--- src/rtl/ihd_pkg.sv ---
package ihd_pkg;
  localparam int SRC_NUM_W  = 10;
  localparam int HART_NUM_W = 14;
  localparam int TGT_BASE   = 32'h3004;
  localparam int IDC_BASE   = 32'h4000;
  localparam int IDC_STRIDE = 32'h20;
  localparam int HART_LSB   = 18;
  localparam int SRC_LSB    = 16;

  typedef enum logic [2:0] {
    F_NONE, F_TGT, F_DELIV, F_FORCE, F_THRESH, F_TOPI, F_CLAIM
  } field_e;

  typedef struct packed {
    logic                  wrEn;
    logic                  rdEn;
    field_e                field;
    logic [SRC_NUM_W-1:0]  srcIdx;
    logic [HART_NUM_W-1:0] hartSel;
  } strobe_t;
endpackage

--- src/rtl/ihd_ctrl.sv ---
module ihd_ctrl
  import ihd_pkg::*;
#(
  parameter int NUM_SRC  = 7,
  parameter int NUM_HART = 2,
  parameter int ADDR_W   = 15
) (
  input  logic              regWrEn,
  input  logic              regRdEn,
  input  logic [ADDR_W-1:0] regAddr,
  output strobe_t           stb
);
  localparam int TGT_END = TGT_BASE + NUM_SRC * 4;
  localparam int IDC_END = IDC_BASE + NUM_HART * IDC_STRIDE;

  logic [31:0] addr;
  logic [31:0] tgtRel;
  logic [31:0] idcRel;
  logic        tgtHit;
  logic        idcHit;

  assign addr   = 32'(regAddr);
  assign tgtRel = addr - 32'(TGT_BASE);
  assign idcRel = addr - 32'(IDC_BASE);
  assign tgtHit = (addr >= 32'(TGT_BASE)) && (addr < 32'(TGT_END)) && (addr[1:0] == 2'b00);
  assign idcHit = (addr >= 32'(IDC_BASE)) && (addr < 32'(IDC_END));

  always_comb begin
    stb.wrEn    = regWrEn;
    stb.rdEn    = regRdEn;
    stb.field   = F_NONE;
    stb.srcIdx  = '0;
    stb.hartSel = '0;
    if (tgtHit) begin
      stb.field  = F_TGT;
      stb.srcIdx = SRC_NUM_W'((tgtRel >> 2) + 32'd1);
    end else if (idcHit) begin
      stb.hartSel = HART_NUM_W'(idcRel >> 5);
      case (idcRel[4:0])
        5'h00:   stb.field = F_DELIV;
        5'h04:   stb.field = F_FORCE;
        5'h08:   stb.field = F_THRESH;
        5'h18:   stb.field = F_TOPI;
        5'h1C:   stb.field = F_CLAIM;
        default: stb.field = F_NONE;
      endcase
    end
  end
endmodule

--- src/rtl/ihd_datapath.sv ---
module ihd_datapath
  import ihd_pkg::*;
#(
  parameter int NUM_SRC  = 7,
  parameter int NUM_HART = 2,
  parameter int PRIO_W   = 8
) (
  input  logic                 clk,
  input  logic                 rstN,
  input  strobe_t              stb,
  input  logic [31:0]          wrData,
  input  logic [NUM_SRC-1:0]   pendVec,
  input  logic [NUM_SRC-1:0]   enVec,
  input  logic                 domainEn,
  output logic [NUM_HART-1:0]  hartIrq,
  output logic [31:0]          rdData,
  output logic                 claimValid,
  output logic [SRC_NUM_W-1:0] claimSrc
);
  localparam int HART_W = (NUM_HART > 1) ? $clog2(NUM_HART) : 1;
  localparam logic [PRIO_W-1:0] PRIO_MIN = PRIO_W'(1);

  logic [HART_W-1:0] tgtHart [NUM_SRC];
  logic [PRIO_W-1:0] tgtPrio [NUM_SRC];
  logic [NUM_HART-1:0] deliv;
  logic [NUM_HART-1:0] forceBit;
  logic [PRIO_W-1:0] thresh [NUM_HART];

  logic [NUM_HART-1:0]  hasBest;
  logic [SRC_NUM_W-1:0] bestSrc  [NUM_HART];
  logic [31:0]          topiWord [NUM_HART];

  // Target words
  always_ff @(posedge clk) begin
    for (int i = 0; i < NUM_SRC; i++) begin
      if (!rstN) begin
        tgtHart[i] <= '0;
        tgtPrio[i] <= PRIO_MIN;
      end else if (stb.wrEn && stb.field == F_TGT && stb.srcIdx == SRC_NUM_W'(i + 1)) begin
        tgtHart[i] <= wrData[HART_LSB +: HART_W];
        tgtPrio[i] <= (wrData[PRIO_W-1:0] == '0) ? PRIO_MIN : wrData[PRIO_W-1:0];
      end
    end
  end

  // Per-hart control slices and arbiters
  for (genvar h = 0; h < NUM_HART; h++) begin : g_hart
    logic                 sel;
    logic                 found;
    logic [SRC_NUM_W-1:0] bSrc;
    logic [PRIO_W-1:0]    bPrio;

    assign sel = (stb.hartSel == HART_NUM_W'(h));

    always_ff @(posedge clk) begin
      if (!rstN) begin
        deliv[h]    <= 1'b0;
        forceBit[h] <= 1'b0;
        thresh[h]   <= '0;
      end else begin
        if (stb.wrEn && sel && stb.field == F_DELIV) deliv[h] <= wrData[0];
        if (stb.wrEn && sel && stb.field == F_THRESH) thresh[h] <= wrData[PRIO_W-1:0];
        if (stb.rdEn && sel && stb.field == F_CLAIM) forceBit[h] <= 1'b0;
        else if (stb.wrEn && sel && stb.field == F_FORCE) forceBit[h] <= wrData[0];
      end
    end

    always_comb begin
      found = 1'b0;
      bSrc  = '0;
      bPrio = '0;
      for (int i = 0; i < NUM_SRC; i++) begin
        if (pendVec[i] && enVec[i] && tgtHart[i] == HART_W'(h) &&
            (thresh[h] == '0 || tgtPrio[i] < thresh[h]) &&
            (!found || tgtPrio[i] < bPrio)) begin
          found = 1'b1;
          bSrc  = SRC_NUM_W'(i + 1);
          bPrio = tgtPrio[i];
        end
      end
    end

    assign hasBest[h] = found;
    assign bestSrc[h] = bSrc;

    always_comb begin
      topiWord[h] = '0;
      topiWord[h][SRC_LSB +: SRC_NUM_W] = bSrc;
      topiWord[h][PRIO_W-1:0] = bPrio;
    end

    always_ff @(posedge clk) begin
      if (!rstN) hartIrq[h] <= 1'b0;
      else       hartIrq[h] <= deliv[h] && (found || forceBit[h]) && domainEn;
    end
  end

  // Read mux and claim strobe
  logic [31:0]          rdNext;
  logic                 claimNext;
  logic [SRC_NUM_W-1:0] claimNextSrc;

  always_comb begin
    rdNext       = '0;
    claimNext    = 1'b0;
    claimNextSrc = '0;
    if (stb.rdEn) begin
      if (stb.field == F_TGT) begin
        for (int i = 0; i < NUM_SRC; i++) begin
          if (stb.srcIdx == SRC_NUM_W'(i + 1)) begin
            rdNext[HART_LSB +: HART_W] = tgtHart[i];
            rdNext[PRIO_W-1:0]         = tgtPrio[i];
          end
        end
      end else begin
        for (int h = 0; h < NUM_HART; h++) begin
          if (stb.hartSel == HART_NUM_W'(h)) begin
            case (stb.field)
              F_DELIV:  rdNext[0] = deliv[h];
              F_FORCE:  rdNext[0] = forceBit[h];
              F_THRESH: rdNext[PRIO_W-1:0] = thresh[h];
              F_TOPI:   rdNext = topiWord[h];
              F_CLAIM: begin
                rdNext       = topiWord[h];
                claimNext    = hasBest[h];
                claimNextSrc = bestSrc[h];
              end
              default:  rdNext = '0;
            endcase
          end
        end
      end
    end
  end

  always_ff @(posedge clk) begin
    if (!rstN) begin
      rdData     <= '0;
      claimValid <= 1'b0;
      claimSrc   <= '0;
    end else begin
      rdData     <= rdNext;
      claimValid <= claimNext;
      claimSrc   <= claimNextSrc;
    end
  end
endmodule

--- src/rtl/ihd_top.sv ---
module ihd_top
  import ihd_pkg::*;
#(
  parameter int NUM_SRC  = 7,
  parameter int NUM_HART = 2,
  parameter int PRIO_W   = 8,
  parameter int ADDR_W   = 15
) (
  input  logic                clk,
  input  logic                rstN,
  input  logic                regWrEn,
  input  logic                regRdEn,
  input  logic [ADDR_W-1:0]   regAddr,
  input  logic [31:0]         regWrData,
  output logic [31:0]         regRdData,
  input  logic [NUM_SRC-1:0]  pendVec,
  input  logic [NUM_SRC-1:0]  enVec,
  input  logic                domainEn,
  output logic [NUM_HART-1:0] hartIrq,
  output logic                claimValid,
  output logic [9:0]          claimSrc
);
  strobe_t stb;

  ihd_ctrl #(.NUM_SRC(NUM_SRC), .NUM_HART(NUM_HART), .ADDR_W(ADDR_W)) u_ctrl (
    .regWrEn(regWrEn), .regRdEn(regRdEn), .regAddr(regAddr), .stb(stb)
  );

  ihd_datapath #(.NUM_SRC(NUM_SRC), .NUM_HART(NUM_HART), .PRIO_W(PRIO_W)) u_dp (
    .clk(clk), .rstN(rstN), .stb(stb), .wrData(regWrData),
    .pendVec(pendVec), .enVec(enVec), .domainEn(domainEn),
    .hartIrq(hartIrq), .rdData(regRdData),
    .claimValid(claimValid), .claimSrc(claimSrc)
  );
endmodule

--- config.mk ---
export PLATFORM = sky130hd
export DESIGN_NAME = ihd_top
export DESIGN_NICKNAME = d
export VERILOG_FILES = /design/src/rtl/ihd_pkg.sv /design/src/rtl/ihd_ctrl.sv /design/src/rtl/ihd_datapath.sv /design/src/rtl/ihd_top.sv
export SDC_FILE = /design/constraint.sdc
export NUM_CORES = 1
export LEC_CHECK = 0
export BUFFER_PORTS_ARGS = -buffer_cell sky130_fd_sc_hd__buf_2
export CAP_MARGIN = 30
export CORE_MARGIN = 1
export CORE_UTILIZATION = 56
export DETAILED_ROUTE_END_ITERATION = 7
export PLACE_DENSITY = 0.89
export SLEW_MARGIN = 0
export SYNTH_ARGS = -nofsm -noshare
export SYNTH_HDL_FRONTEND = slang
export SYNTH_SLANG_ARGS = --single-unit
--- constraint.sdc ---
create_clock -name clk -period 11.3 [get_ports clk]
set_clock_uncertainty 0.15 [all_clocks]
set_input_delay 0.565 -clock clk [delete_from_list [all_inputs] [get_ports clk]]
set_output_delay 0.565 -clock clk [all_outputs]
set_load 0.01 [all_outputs]
==> flow_summary.toml <==
[outcome]
outcome = "complete, but fails checks"
violations = "design-rule violations, negative setup slack"

[detailed_routing]
routedWlPerCell_um = 25.1
avgViaCountPerCell = 6.78
drcViolationCount = 25
first_iter_violations = 1831
firstDrtPassIters = 8
vias = 13121
wl_mm = 48.5
ant_nets = 0

[place]
gp_congestion = 1.08
dpl_worst_slack_ns = -1.04
io_buffer_count = 59
hpwl_mm = 33.7

[worst_setup_path]
crit_family = "compound AO/OA/AOI/OAI gates"
cp_slowest_cell = "or4_1"
critical_path_buf_inv_count = 9
required_ns = 11.43
cpPeakStageDelay_ns = 0.50
path_class = "flip-flop to flip-flop"
setup.worst_path.end_class = "flip-flop"
arrival_ns = 12.61
start_kind = "flip-flop"
cp_max_fo = 7
path_common_cell = "nor2_1"

[power]
vdd_drop_max_v = 0.0000998
clock_power_share_pct = 24.9
power_frac_comb_pct = 40.0
p_seq_share_pct = 35.1
switching_share_pct = 37.4
fin_total_pwr_w = 0.00129
p_sw_w = 0.000482
powerDensity_nw_per_um2 = 83.3
intPower_w = 0.000808
p_leak_nw = 6.86

[floorplan]
num_rows = 52
die_y_um = 146
core_area_sq_um = 20200
io-pin-count = 111
floorplan.initialDensity_pct = 57.2
die_area_sq_um = 21300
die_x_um = 146

[timing]
rsz0062_at_grt = "yes"
period_share_pct = 110
max_slew_margin_pct = 32.0
clock.fmax_ghz = 0.0802
hold_violations = 0
finalWorstPathRequiredPeriod_ns = 12.48
finalWorstSetupSlack_ns = -1.18
setup_violations = 14
tightestPinTransition_ns = 1.02
maxSlewViolCount = 0

[clock_network]
cts_root_buffer = "clkbuf_16"
cts-buffers-inserted = 9
cts_buffer_depth = 2
h-tree-depth = 3
clock_latency_ns = 0.37
clock_sinks = 100
tritoncts = "yes"
clkTransAtPathRegs_ns = 0.07

[layout]
register_area_sq_um = 2780
fin_nets = 1912
fillers = 1325
layout-drive-gt1-share_pct = 34.0
n_antenna_cell = 0
multi_input_area_sq_um = 9240
syn2layout_area_growth_pct = 33.7

[synth]
yosysSeqAreaShare_pct = 24.0
synthArstFlopShare_pct = 0
syn-instance-count = 1331
ys.warnings.count = 0
ys_ff_latch = 100
synth_edf_count = 78
synth_area_per_cell_sq_um = 8.70
yosysUniqueCellTypes = 92
ys.flop_type = "edfxtp_1"
netlist_area_sq_um = 11600

[global_routing]
grt_pass1_vias = 12888
gr-total-overflow = 0
grt_max_degree = 23
grt_antenna_before_repair = 0
grt_pass1_wl_mm = 69.3
track_usage_pct = 42.6

[job]
cap_viol_max_count = 0

[min_path]
hold_path_class = "input port to flip-flop"
-- final cells by class --
| class | count | area share (%) |
|---|---|---|
| flip-flops and latches | 100 | 18.0 |
| clock inverters | 7 | 0.420 |
| repair buffers | 348 | 16.3 |
| well taps | 270 | 2.18 |
| multi-input cells | 1117 | 59.7 |
| clock buffers | 9 | 1.45 |
| inverters | 83 | 2.01 |
-- worst reg2reg max path, delay by kind of cell, from the launching register on --
family / cells / cell delay (ns)
AO/OA/AOI/OAI: 20 / 4.34
AND/OR/NAND/NOR: 20 / 3.23
multiplexers: 4 / 1.03
buffers and inverters: 9 / 1.35
adder cells (fa/ha/maj): 7 / 1.85
flip-flops: 1 / 0.43
-- cell usage after synthesis, drive strengths merged (9+ instances only) --
cell | count | area (sq um)
a2111oi | 12 | 156
a211o | 9 | 78.8
a211oi | 23 | 178
a21o | 42 | 315
a21oi | 81 | 409
a221oi | 11 | 103
a222oi | 11 | 110
a31oi | 12 | 75.1
and2 | 88 | 551
and4 | 10 | 87.6
buf | 39 | 277
clkbuf | 22 | 83.8
dfxtp | 22 | 440
edfxtp | 78 | 2340
ha | 187 | 2340
inv | 83 | 312
mux2 | 15 | 188
mux2i | 34 | 340
nand2 | 119 | 447
nand2b | 18 | 113
nand3 | 28 | 140
nand4 | 19 | 119
nor2 | 79 | 297
nor2b | 17 | 106
nor3 | 22 | 110
o211ai | 12 | 104
o21a | 17 | 128
o21ai | 75 | 375
o31ai | 9 | 86.3
or2 | 15 | 93.8
-- worst paths after layout --
path / startpoint / to / slack [ns] / depth (start not counted)
min: domainEn / u_dp.hartIrq[1] / 0.32 / 2
max reg2reg: u_dp.thresh[1][3] / u_dp.rdData[18] / -1.18 / 60
max: u_dp.thresh[1][3] / u_dp.rdData[18] / -1.18 / 60
min reg2reg: u_dp.deliv[0] / u_dp.hartIrq[0] / 0.33 / 1
-- registers in the layout, indices dropped and copies added, names as in the netlist --
register / flops
u_dp.tgtPrio: 56
u_dp.thresh: 16
u_dp.rdData: 11
u_dp.tgtHart: 7
u_dp.claimSrc: 3
u_dp.deliv: 2
u_dp.forceBit: 2
u_dp.hartIrq: 2
u_dp.claimValid: 1
-- per-layer routing --
| metal | share of wire (%) | global-route usage (%) | vias to the layer above |
|---|---|---|---|
| li1 | - | - | 5639 |
| met1 | 35 | 49.8 | 6039 |
| met2 | 44 | 65.3 | 1082 |
| met3 | 13 | 14.0 | 361 |
| met4 | 8.1 | 31.4 | 0 |
| met5 | 0 | 0 | - |
-- power by group through the flow --
stage | clock network, W | registers [W] | logic, W
after global routing | 0.000335 | 0.000450 | 0.000551
after floorplan | 0 | 0.000435 | 0.000260
after global placement | 0 | 0.000452 | 0.000395
after CTS | 0.000318 | 0.000445 | 0.000452
final | 0.000321 | 0.000453 | 0.000516
after detailed placement | 0 | 0.000453 | 0.000413
-- through the flow --
stage          cells  util, %  hold slack (ns)  cell area, sq um  TNS (ns)
2_1_floorplan   1358        -            0.300             12000         0
3_3_place_gp    1834     68.0            0.323             13800     -7.45
3_5_place_dp    1839     68.1            0.326             13800    -12.85
4_1_cts         1911     73.3            0.322             14800     -7.57
5_1_grt         1934     76.5            0.316             15500    -21.22
6_report        1934     76.5            0.319             15500    -15.09
-- cell families (layout without fill, tap and decap cells) --
logic type / after synthesis / after routing / synth area share (%)
and+or+nand+nor: 459 / 460 / 20.6
AOI/OAI and AO/OA: 388 / 390 / 24.5
adders and majority gates: 187 / 187 / 20.2
buffers and inverters: 144 / 447 / 5.80
DFF: 100 / 100 / 24.0
muxes: 49 / 49 / 4.56
xor gates and xnor gates: 3 / 3 / 0.227
other: 1 / 28 / 0.0324
-- layout by cell type, fill, tap and decap left out, types with 18 or more instances in the layout --
| cell | netlist | final |
|---|---|---|
| nand3_1 | 28 | 28 |
| ha_1 | 187 | 164 |
| edfxtp_1 | 78 | 78 |
| ha_4 | 0 | 20 |
| nand2_1 | 119 | 108 |
| buf_2 | 8 | 65 |
| mux2i_1 | 34 | 25 |
| a21oi_1 | 80 | 68 |
| buf_4 | 28 | 272 |
| nand2b_1 | 18 | 18 |
| dfxtp_1 | 22 | 22 |
| a21o_1 | 42 | 42 |
| nor2_1 | 79 | 66 |
| conb_1 | 1 | 28 |
| nand4_1 | 19 | 19 |
| inv_1 | 83 | 78 |
| and2_1 | 88 | 83 |
| o21ai_0 | 71 | 45 |
-- what timing repair did --
action	CTS	global route
setup buffers	53	24
pin swaps	49	56
resized for setup	65	88
gates cloned	4	0
hold buffers	0	0
setup endpoints to repair	14	14
hold endpoints to repair	0	0
Power figures use the tool's default switching activity.
